**config.mk**
```make
export PLATFORM = sky130hd
export DESIGN_NAME = ldaddr_gen
export DESIGN_NICKNAME = d
export VERILOG_FILES = /design/src/rtl/ldag_pkg.sv /design/src/rtl/ldag_rst_sync.sv /design/src/rtl/ldag_calc.sv /design/src/rtl/ldag_seq.sv /design/src/rtl/ldaddr_gen.sv
export SDC_FILE = /design/constraint.sdc
export NUM_CORES = 1
export LEC_CHECK = 0
export BUFFER_PORTS_ARGS = -buffer_cell sky130_fd_sc_hd__buf_2
export CORE_MARGIN = 2
export CORE_UTILIZATION = 47
export DETAILED_ROUTE_END_ITERATION = 8
export PLACE_DENSITY = 0.78
export SYNTH_ARGS = -nofsm -noshare
export SYNTH_HDL_FRONTEND = slang
export SYNTH_SLANG_ARGS = --single-unit
```
**constraint.sdc**
```tcl
create_clock -name clk -period 3 [get_ports clk]
set_input_delay 0.15 -clock clk [delete_from_list [all_inputs] [get_ports clk]]
set_output_delay 0.15 -clock clk [all_outputs]
set_load 0.01 [all_outputs]
```
**src/rtl/ldag_pkg.sv**
```systemverilog
package ldag_pkg;
  typedef enum logic [2:0] {
    AM_ABS  = 3'd0,
    AM_RIND = 3'd1,
    AM_DISP = 3'd2,
    AM_IDX  = 3'd3,
    AM_MIND = 3'd4,
    AM_AINC = 3'd5,
    AM_ADEC = 3'd6,
    AM_BAD  = 3'd7
  } amode_e;

  typedef enum logic {
    SQ_IDLE = 1'b0,
    SQ_WAIT = 1'b1
  } seq_state_e;
endpackage

```
**src/rtl/ldag_rst_sync.sv**
```systemverilog
module ldag_rst_sync #(
  parameter int unsigned STAGES = 2
) (
  input  logic clk,
  input  logic rst_n,
  output logic rst_sync_n
);
  logic [STAGES-1:0] sh_q;

  always_ff @(posedge clk or negedge rst_n) begin
    if (!rst_n) sh_q <= '0;
    else        sh_q <= {sh_q[STAGES-2:0], 1'b1};
  end

  assign rst_sync_n = sh_q[STAGES-1];
endmodule

```
**src/rtl/ldag_calc.sv**
```systemverilog
module ldag_calc
  import ldag_pkg::*;
#(
  parameter int unsigned AW   = 32,
  parameter int unsigned STEP = 4
) (
  input  logic [2:0]    mode,
  input  logic [AW-1:0] base_val,
  input  logic [AW-1:0] ofs_val,
  input  logic [AW-1:0] imm,
  output logic [AW-1:0] ea,
  output logic          needs_mem,
  output logic          mod_en,
  output logic [AW-1:0] mod_val,
  output logic          bad
);
  localparam logic [AW-1:0] STEP_W = AW'(STEP);

  always_comb begin
    ea        = '0;
    needs_mem = 1'b0;
    mod_en    = 1'b0;
    mod_val   = base_val;
    bad       = 1'b0;
    unique case (amode_e'(mode))
      AM_ABS:  ea = imm;
      AM_RIND: ea = base_val;
      AM_DISP: ea = base_val + imm;
      AM_IDX:  ea = base_val + ofs_val;
      AM_MIND: needs_mem = 1'b1;
      AM_AINC: begin
        ea      = base_val;
        mod_en  = 1'b1;
        mod_val = base_val + STEP_W;
      end
      AM_ADEC: begin
        ea      = base_val;
        mod_en  = 1'b1;
        mod_val = base_val - STEP_W;
      end
      AM_BAD:  bad = 1'b1;
      default: bad = 1'b1;
    endcase
  end
endmodule

```
**src/rtl/ldag_seq.sv**
```systemverilog
module ldag_seq
  import ldag_pkg::*;
#(
  parameter int unsigned AW = 32
) (
  input  logic          clk,
  input  logic          rst_n,
  input  logic          start,
  input  logic          needs_mem,
  input  logic [AW-1:0] ptr_addr,
  input  logic          mem_valid,
  output logic          accept,
  output logic          mem_take,
  output logic          busy,
  output logic [AW-1:0] req_addr
);
  seq_state_e    state_q, state_d;
  logic [AW-1:0] addr_q;
  logic          addr_ld;

  assign accept   = start && (state_q == SQ_IDLE);
  assign busy     = (state_q == SQ_WAIT);
  assign mem_take = busy && mem_valid;
  assign addr_ld  = accept && needs_mem;
  assign req_addr = addr_q;

  always_comb begin
    state_d = state_q;
    unique case (state_q)
      SQ_IDLE: if (addr_ld)   state_d = SQ_WAIT;
      SQ_WAIT: if (mem_valid) state_d = SQ_IDLE;
      default: state_d = SQ_IDLE;
    endcase
  end

  always_ff @(posedge clk or negedge rst_n) begin
    if (!rst_n) state_q <= SQ_IDLE;
    else        state_q <= state_d;
  end

  always_ff @(posedge clk or negedge rst_n) begin
    if (!rst_n)       addr_q <= '0;
    else if (addr_ld) addr_q <= ptr_addr;
  end

  // request and its address stay put across a stall
  p_req_hold_r5: assert property (@(posedge clk) disable iff (!rst_n)
    busy && !mem_valid |=> busy && $stable(addr_q));
  // start while waiting does not restart or cancel the fetch
  p_busy_ignore_r10: assert property (@(posedge clk) disable iff (!rst_n)
    busy && start |-> !accept);
endmodule

```
**src/rtl/ldaddr_gen.sv**
```systemverilog
module ldaddr_gen
  import ldag_pkg::*;
#(
  parameter int unsigned AW       = 32,
  parameter int unsigned RF_DEPTH = 32,
  parameter int unsigned STEP     = 4,
  localparam int unsigned RW      = $clog2(RF_DEPTH)
) (
  input  logic          clk,
  input  logic          rst_n,
  input  logic          start_i,
  input  logic [2:0]    mode_i,
  input  logic [RW-1:0] base_sel_i,
  input  logic [RW-1:0] ofs_sel_i,
  input  logic [AW-1:0] imm_i,
  output logic [RW-1:0] rf_a_addr_o,
  input  logic [AW-1:0] rf_a_data_i,
  output logic [RW-1:0] rf_b_addr_o,
  input  logic [AW-1:0] rf_b_data_i,
  output logic          mem_req_o,
  output logic [AW-1:0] mem_addr_o,
  input  logic          mem_valid_i,
  input  logic [AW-1:0] mem_rdata_i,
  output logic          done_o,
  output logic [AW-1:0] ea_o,
  output logic          misalign_o,
  output logic          illegal_o,
  output logic          busy_o,
  output logic          wb_en_o,
  output logic [RW-1:0] wb_sel_o,
  output logic [AW-1:0] wb_data_o
);
  logic          rst_q_n;
  logic [AW-1:0] c_ea, c_mod;
  logic          c_mem, c_mod_en, c_bad;
  logic          accept, mem_take, busy;
  logic          one_shot;
  logic          done_d, wb_en_d;
  logic [AW-1:0] ea_d;
  logic          bad_d, mis_d;
  logic          done_q, wb_en_q, bad_q, mis_q;
  logic [AW-1:0] ea_q, wb_data_q;
  logic [RW-1:0] wb_sel_q;

  ldag_rst_sync #(.STAGES(2)) u_rst (
    .clk        (clk),
    .rst_n      (rst_n),
    .rst_sync_n (rst_q_n)
  );

  assign rf_a_addr_o = base_sel_i;
  assign rf_b_addr_o = ofs_sel_i;

  ldag_calc #(.AW(AW), .STEP(STEP)) u_calc (
    .mode      (mode_i),
    .base_val  (rf_a_data_i),
    .ofs_val   (rf_b_data_i),
    .imm       (imm_i),
    .ea        (c_ea),
    .needs_mem (c_mem),
    .mod_en    (c_mod_en),
    .mod_val   (c_mod),
    .bad       (c_bad)
  );

  ldag_seq #(.AW(AW)) u_seq (
    .clk       (clk),
    .rst_n     (rst_q_n),
    .start     (start_i),
    .needs_mem (c_mem),
    .ptr_addr  (rf_a_data_i),
    .mem_valid (mem_valid_i),
    .accept    (accept),
    .mem_take  (mem_take),
    .busy      (busy),
    .req_addr  (mem_addr_o)
  );

  // next-state of the result registers
  always_comb begin
    one_shot = accept && !c_mem;
    done_d   = one_shot || mem_take;
    wb_en_d  = one_shot && c_mod_en;
    ea_d     = mem_take ? mem_rdata_i : c_ea;
    bad_d    = one_shot && c_bad;
    mis_d    = |ea_d[1:0];
  end

  always_ff @(posedge clk or negedge rst_q_n) begin
    if (!rst_q_n) begin
      done_q  <= 1'b0;
      wb_en_q <= 1'b0;
    end else begin
      done_q  <= done_d;
      wb_en_q <= wb_en_d;
    end
  end

  always_ff @(posedge clk or negedge rst_q_n) begin
    if (!rst_q_n) begin
      ea_q  <= '0;
      bad_q <= 1'b0;
      mis_q <= 1'b0;
    end else if (done_d) begin
      ea_q  <= ea_d;
      bad_q <= bad_d;
      mis_q <= mis_d;
    end
  end

  always_ff @(posedge clk or negedge rst_q_n) begin
    if (!rst_q_n) begin
      wb_sel_q  <= '0;
      wb_data_q <= '0;
    end else if (wb_en_d) begin
      wb_sel_q  <= base_sel_i;
      wb_data_q <= c_mod;
    end
  end

  assign mem_req_o  = busy;
  assign busy_o     = busy;
  assign done_o     = done_q;
  assign ea_o       = ea_q;
  assign misalign_o = mis_q;
  assign illegal_o  = bad_q;
  assign wb_en_o    = wb_en_q;
  assign wb_sel_o   = wb_sel_q;
  assign wb_data_o  = wb_data_q;

  p_single_done_r1: assert property (@(posedge clk) disable iff (!rst_q_n)
    start_i && !busy_o && (mode_i != 3'd4) |=> done_o);
  p_mind_result_r5: assert property (@(posedge clk) disable iff (!rst_q_n)
    mem_req_o && mem_valid_i |=> done_o && (ea_o == $past(mem_rdata_i)));
  p_bad_no_wb_r8: assert property (@(posedge clk) disable iff (!rst_q_n)
    done_o && illegal_o |-> !wb_en_o && (ea_o == '0));
  p_mis_flag_r9: assert property (@(posedge clk) disable iff (!rst_q_n)
    done_o |-> (misalign_o == (ea_o[1:0] != 2'b00)));
  p_wb_with_done_r11: assert property (@(posedge clk) disable iff (!rst_q_n)
    wb_en_o |-> done_o);
  p_done_pulse_r11: assert property (@(posedge clk) disable iff (!rst_q_n)
    done_o && !mem_req_o |=> !done_o || $past(start_i));
  p_wb_pulse_r11: assert property (@(posedge clk) disable iff (!rst_q_n)
    wb_en_o |=> !wb_en_o || $past(start_i));
  p_quiet_r12: assert property (@(posedge clk)
    !rst_q_n |-> !done_o && !busy_o && !mem_req_o && !wb_en_o);
endmodule

```
==> out/results.env <==
SYN-INSTANCE-COUNT=890
CLOCKROOTBUFFER='clkbuf_16'
SYNTH.CELLS.MOST_FREQUENT='dfrtp_1 (108), nand2_1 (99), o21ai_0 (91)'
GROUTE.USAGE.OVERALL=0.290
PATH_CLK_SLEW_NS=0.09
DIE_H_UM=136
TIMING_WORST_SLEW_PIN_VALUE_NS=1.28
SYNTH.YOSYS.WARNINGS=0
FLOORPLAN.INITIALDENSITY=0.479
PLACE_CONGESTION=0.954
NUMBER_OF_DRC_VIOLATIONS_AFTER_DETAILED_ROUTING=0
SLEW_VIOL_FINAL=0
CTS.PATH.MAX_BUFFERS=2
PART_OF_THE_YOSYS_AREA_USED_FOR_SEQUENTIAL_ELEMENTS=0.329
FP.DIEAREA_UM2=18600
SEQ_POWER_SHARE=0.368
SYNTH_MOST_COMMON_CELL='dfrtp_1'
POST-SYNTH-TOP-AREA-FRACTION=0.329
BOUNDARYPINS=262
ROUTE.DETAILED.WL_PER_INST_UM=18.6
SYNTH_CELL_TYPES=73
POSTCTSSETUPREPAIRBUFS=0
CRIT_PATH_MAX_FANOUT=19
CTS.SINK_COUNT=108
DIE_W_UM=136
POWER.SWITCHING_FRACTION=0.365
DETAIL_ROUTE.ITER0.VIOLATIONS=709
WORSTSKEWPAIRLATENCY_NS=0.36
FINALSETUPVIOLATIONS=0
POSTSYNTH.TOPFLOPCELL='dfrtp_1'
PORTBUFFERS=251
FINAL_CELLS=1446
NUMPLACEDINSTANCES=1420
PIN_COUNT_OF_THE_BIGGEST_NET_ENTERING_GLOBAL_ROUTING=66
HOLD_PATH.CLASS='input pin to flip-flop'
FINAL_HOLD_VIOL_COUNT=0
FILLCELLCOUNT=1490
REG2REG_SLACK_NS=0.71
TIMING.MAX_SLEW.REL_SLACK=0.147
SHARE_COMB_OF_TOTAL_POWER=0.400
CTS-BUFFERS-INSERTED=9
POWER_REPORT.INTERNAL_TOTAL_mW=3.37
CP-START-KIND='input pin'
SYNTH_TOP_CELL_BY_AREA='dfrtp_1'
REQUIRED_NS=3.21
HTREEDEPTH=3
ROW_COUNT=48
CP_DATA_ARRIVAL_TIME_NS=3.06
POST_SYNTH_INSTANCE_AREA_UM2=8220
TOTAL_DETAILED_ROUTING_WIRELENGTH_UM=26900
OVERFLOW_LEFT_AFTER_GLOBAL_ROUTING=0
TIMING_WORST_SETUP_PATH_TYPE='input pin to flip-flop'
FINAL.MIN_CLOCK_PERIOD_NS=2.85
SYNTH_EDF_COUNT=0
CLOCK_POWER_SHARE=0.232
DRTANTENNAVIOLNETS=0
SORT_OF_ELEMENT_AT_THE_END_OF_THE_CRITICAL_PATH='flip-flop'
HOLD_SLACK_NS=0.0271
TCRIT_TCLK_FINAL=0.951
SYNTH_ASYNC_SR_FLOP_SHARE=1.00
GRT_ANTENNA_BEFORE_REPAIR=5
SYNTHTOLAYOUTAREAGROWTH_PCT=34.4
TOTAL_LEAKAGE_POWER_nW=5.44
P_SW_mW=1.93
YOSYS-TOP-CELLS-AREA='dfrtp_1 (33%), ha_1 (10%), mux2_2 (8.8%), o21ai_0 (5.5%), a21oi_1 (4.6%)'
DETAIL_ROUTE.FIRST_PASS.ITERATIONS=6
STATUS='complete, no violations'
FP.COREAREA_UM2=17200
NNETSFINAL=1425
DETAIL_ROUTE.VIAS_PER_CELL=5.78
FMAX_MHz=351
POSTLAYOUTCOREUTIL=0.643
PLACE_HPWL_UM=21000
POST_ROUTE_CELLS_DRIVE_ABOVE_1_SHARE=0.411
PD_CELLS_nW_PER_UM2=479
WORST_CLOCK_SKEW_NS=0.0148
GLOBAL_ROUTE_WIRE_LENGTH_BEFORE_REPAIR_UM=41700
SYNTH_AREA_PER_CELL_UM2=9.24
SYNTH_NETS=1103
VIA_COUNT_OF_THE_FIRST_GLOBAL_ROUTING_PASS=8288
NUM_VIAS=8361
UNREPAIRED_SETUP_ENDPOINTS_AFTER_GLOBAL_ROUTING='no'
CTS_TREE='built'
IR_WORST_VDD_mV=0.285
POSTSYNTHREGISTERBITS=108
TIMING.MAX_CAP.VIOLATIONS=0
cells by family after synthesis:
logic type	count (synthesis)	share of synthesized area
mux	70	0.0949
buf+inv	71	0.0397
simple gates	202	0.114
flops	108	0.329
other cells	1	0.000456
xor+xnor	52	0.0554
compound gates	318	0.261
fa+ha+maj	68	0.105
cell usage in the layout (no fill, tap or decap), types with 16 or more instances in the layout:
master	n
nor2_1	31
a21o_1	29
a22oi_1	21
ha_1	50
a21oi_1	71
a22o_1	20
ha_4	16
buf_4	105
xor2_1	22
xnor2_1	30
dfrtp_1	107
mux2_2	60
buf_2	251
a222oi_1	20
nand2_1	96
o21ai_0	88
layout make-up:
| class | count | area (µm²) | area share |
|---|---|---|---|
| sequential | 108 | 2710 | 0.245 |
| timing repair buffer | 367 | 2200 | 0.200 |
| antenna | 4 | 10.0 | 0.000906 |
| multi-input combinational | 711 | 5480 | 0.496 |
| tap | 225 | 282 | 0.0255 |
| inverter | 15 | 65.1 | 0.00589 |
| clock inverter | 7 | 78.8 | 0.00713 |
| clock buffer | 9 | 225 | 0.0204 |
per-stage QoR:
step	worst slack, ns	instance area [µm²]	setup TNS [ns]	power [mW]
global route	0.0233	11000	0	5.61
floorplan	-0.119	8580	-0.394	3.18
finish	0.148	11000	0	5.30
CTS	0.167	11000	0	5.31
global placement	-0.160	10700	-0.905	4.01
detailed placement	-0.211	10700	-1.61	4.07
power groups by stage:
stage	logic, mW	clock network (mW)	registers (mW)
floorplan	1.04	0	2.14
global placement	2.04	0	1.97
detailed placement	2.10	0	1.97
CTS	2.12	1.25	1.95
global route	2.32	1.30	1.98
finish	2.12	1.23	1.95
critical path, cell delays in order:
cell,delay [ns]
buf_2,0.13
nand3b_1,0.18
buf_12,0.21
buf_12,0.14
mux2_2,0.33
ha_1,0.29
a21o_1,0.16
a21o_1,0.17
a21oi_1,0.16
o21ai_0,0.11
a2111o_1,0.40
o21ai_0,0.27
mux2i_1,0.25
o211ai_1,0.10
sequential cells by signal (all words and copies together) (netlist names), 2 cells and up:
signal and cells:
u_seq.req_addr 32, u_rst.sh_q 2, wb_data_o 32, ea_o 32
wb_sel_o 5
repair_timing:
| item | CTS | global route |
|---|---|---|
| gates resized for setup | 0 | 2 |
| hold endpoints to repair | 7 | 0 |
| hold buffers | 6 | 0 |
| endpoints found under the setup margin | 0 | 3 |
per-layer routing:
metal  track usage  share of wire
met1         0.368           0.42
met2         0.485           0.48
met3        0.0451          0.064
met4         0.131          0.036
met5             0              0
worst paths after layout:
kind,from,cells past startpoint,end
min in group asynchronous,rst_n,2,u_rst.sh_q[0]
setup / recovery,mode_i[2],14,ea_o[28]
hold reg to reg,u_rst.sh_q[1],0,ea_o[10]
max in group asynchronous,u_rst.sh_q[1],1,ea_o[20]
hold / removal,mem_rdata_i[8],3,ea_o[8]
setup reg to reg,u_seq.busy,4,ea_o[20]
Power figures use the tool's default switching activity.
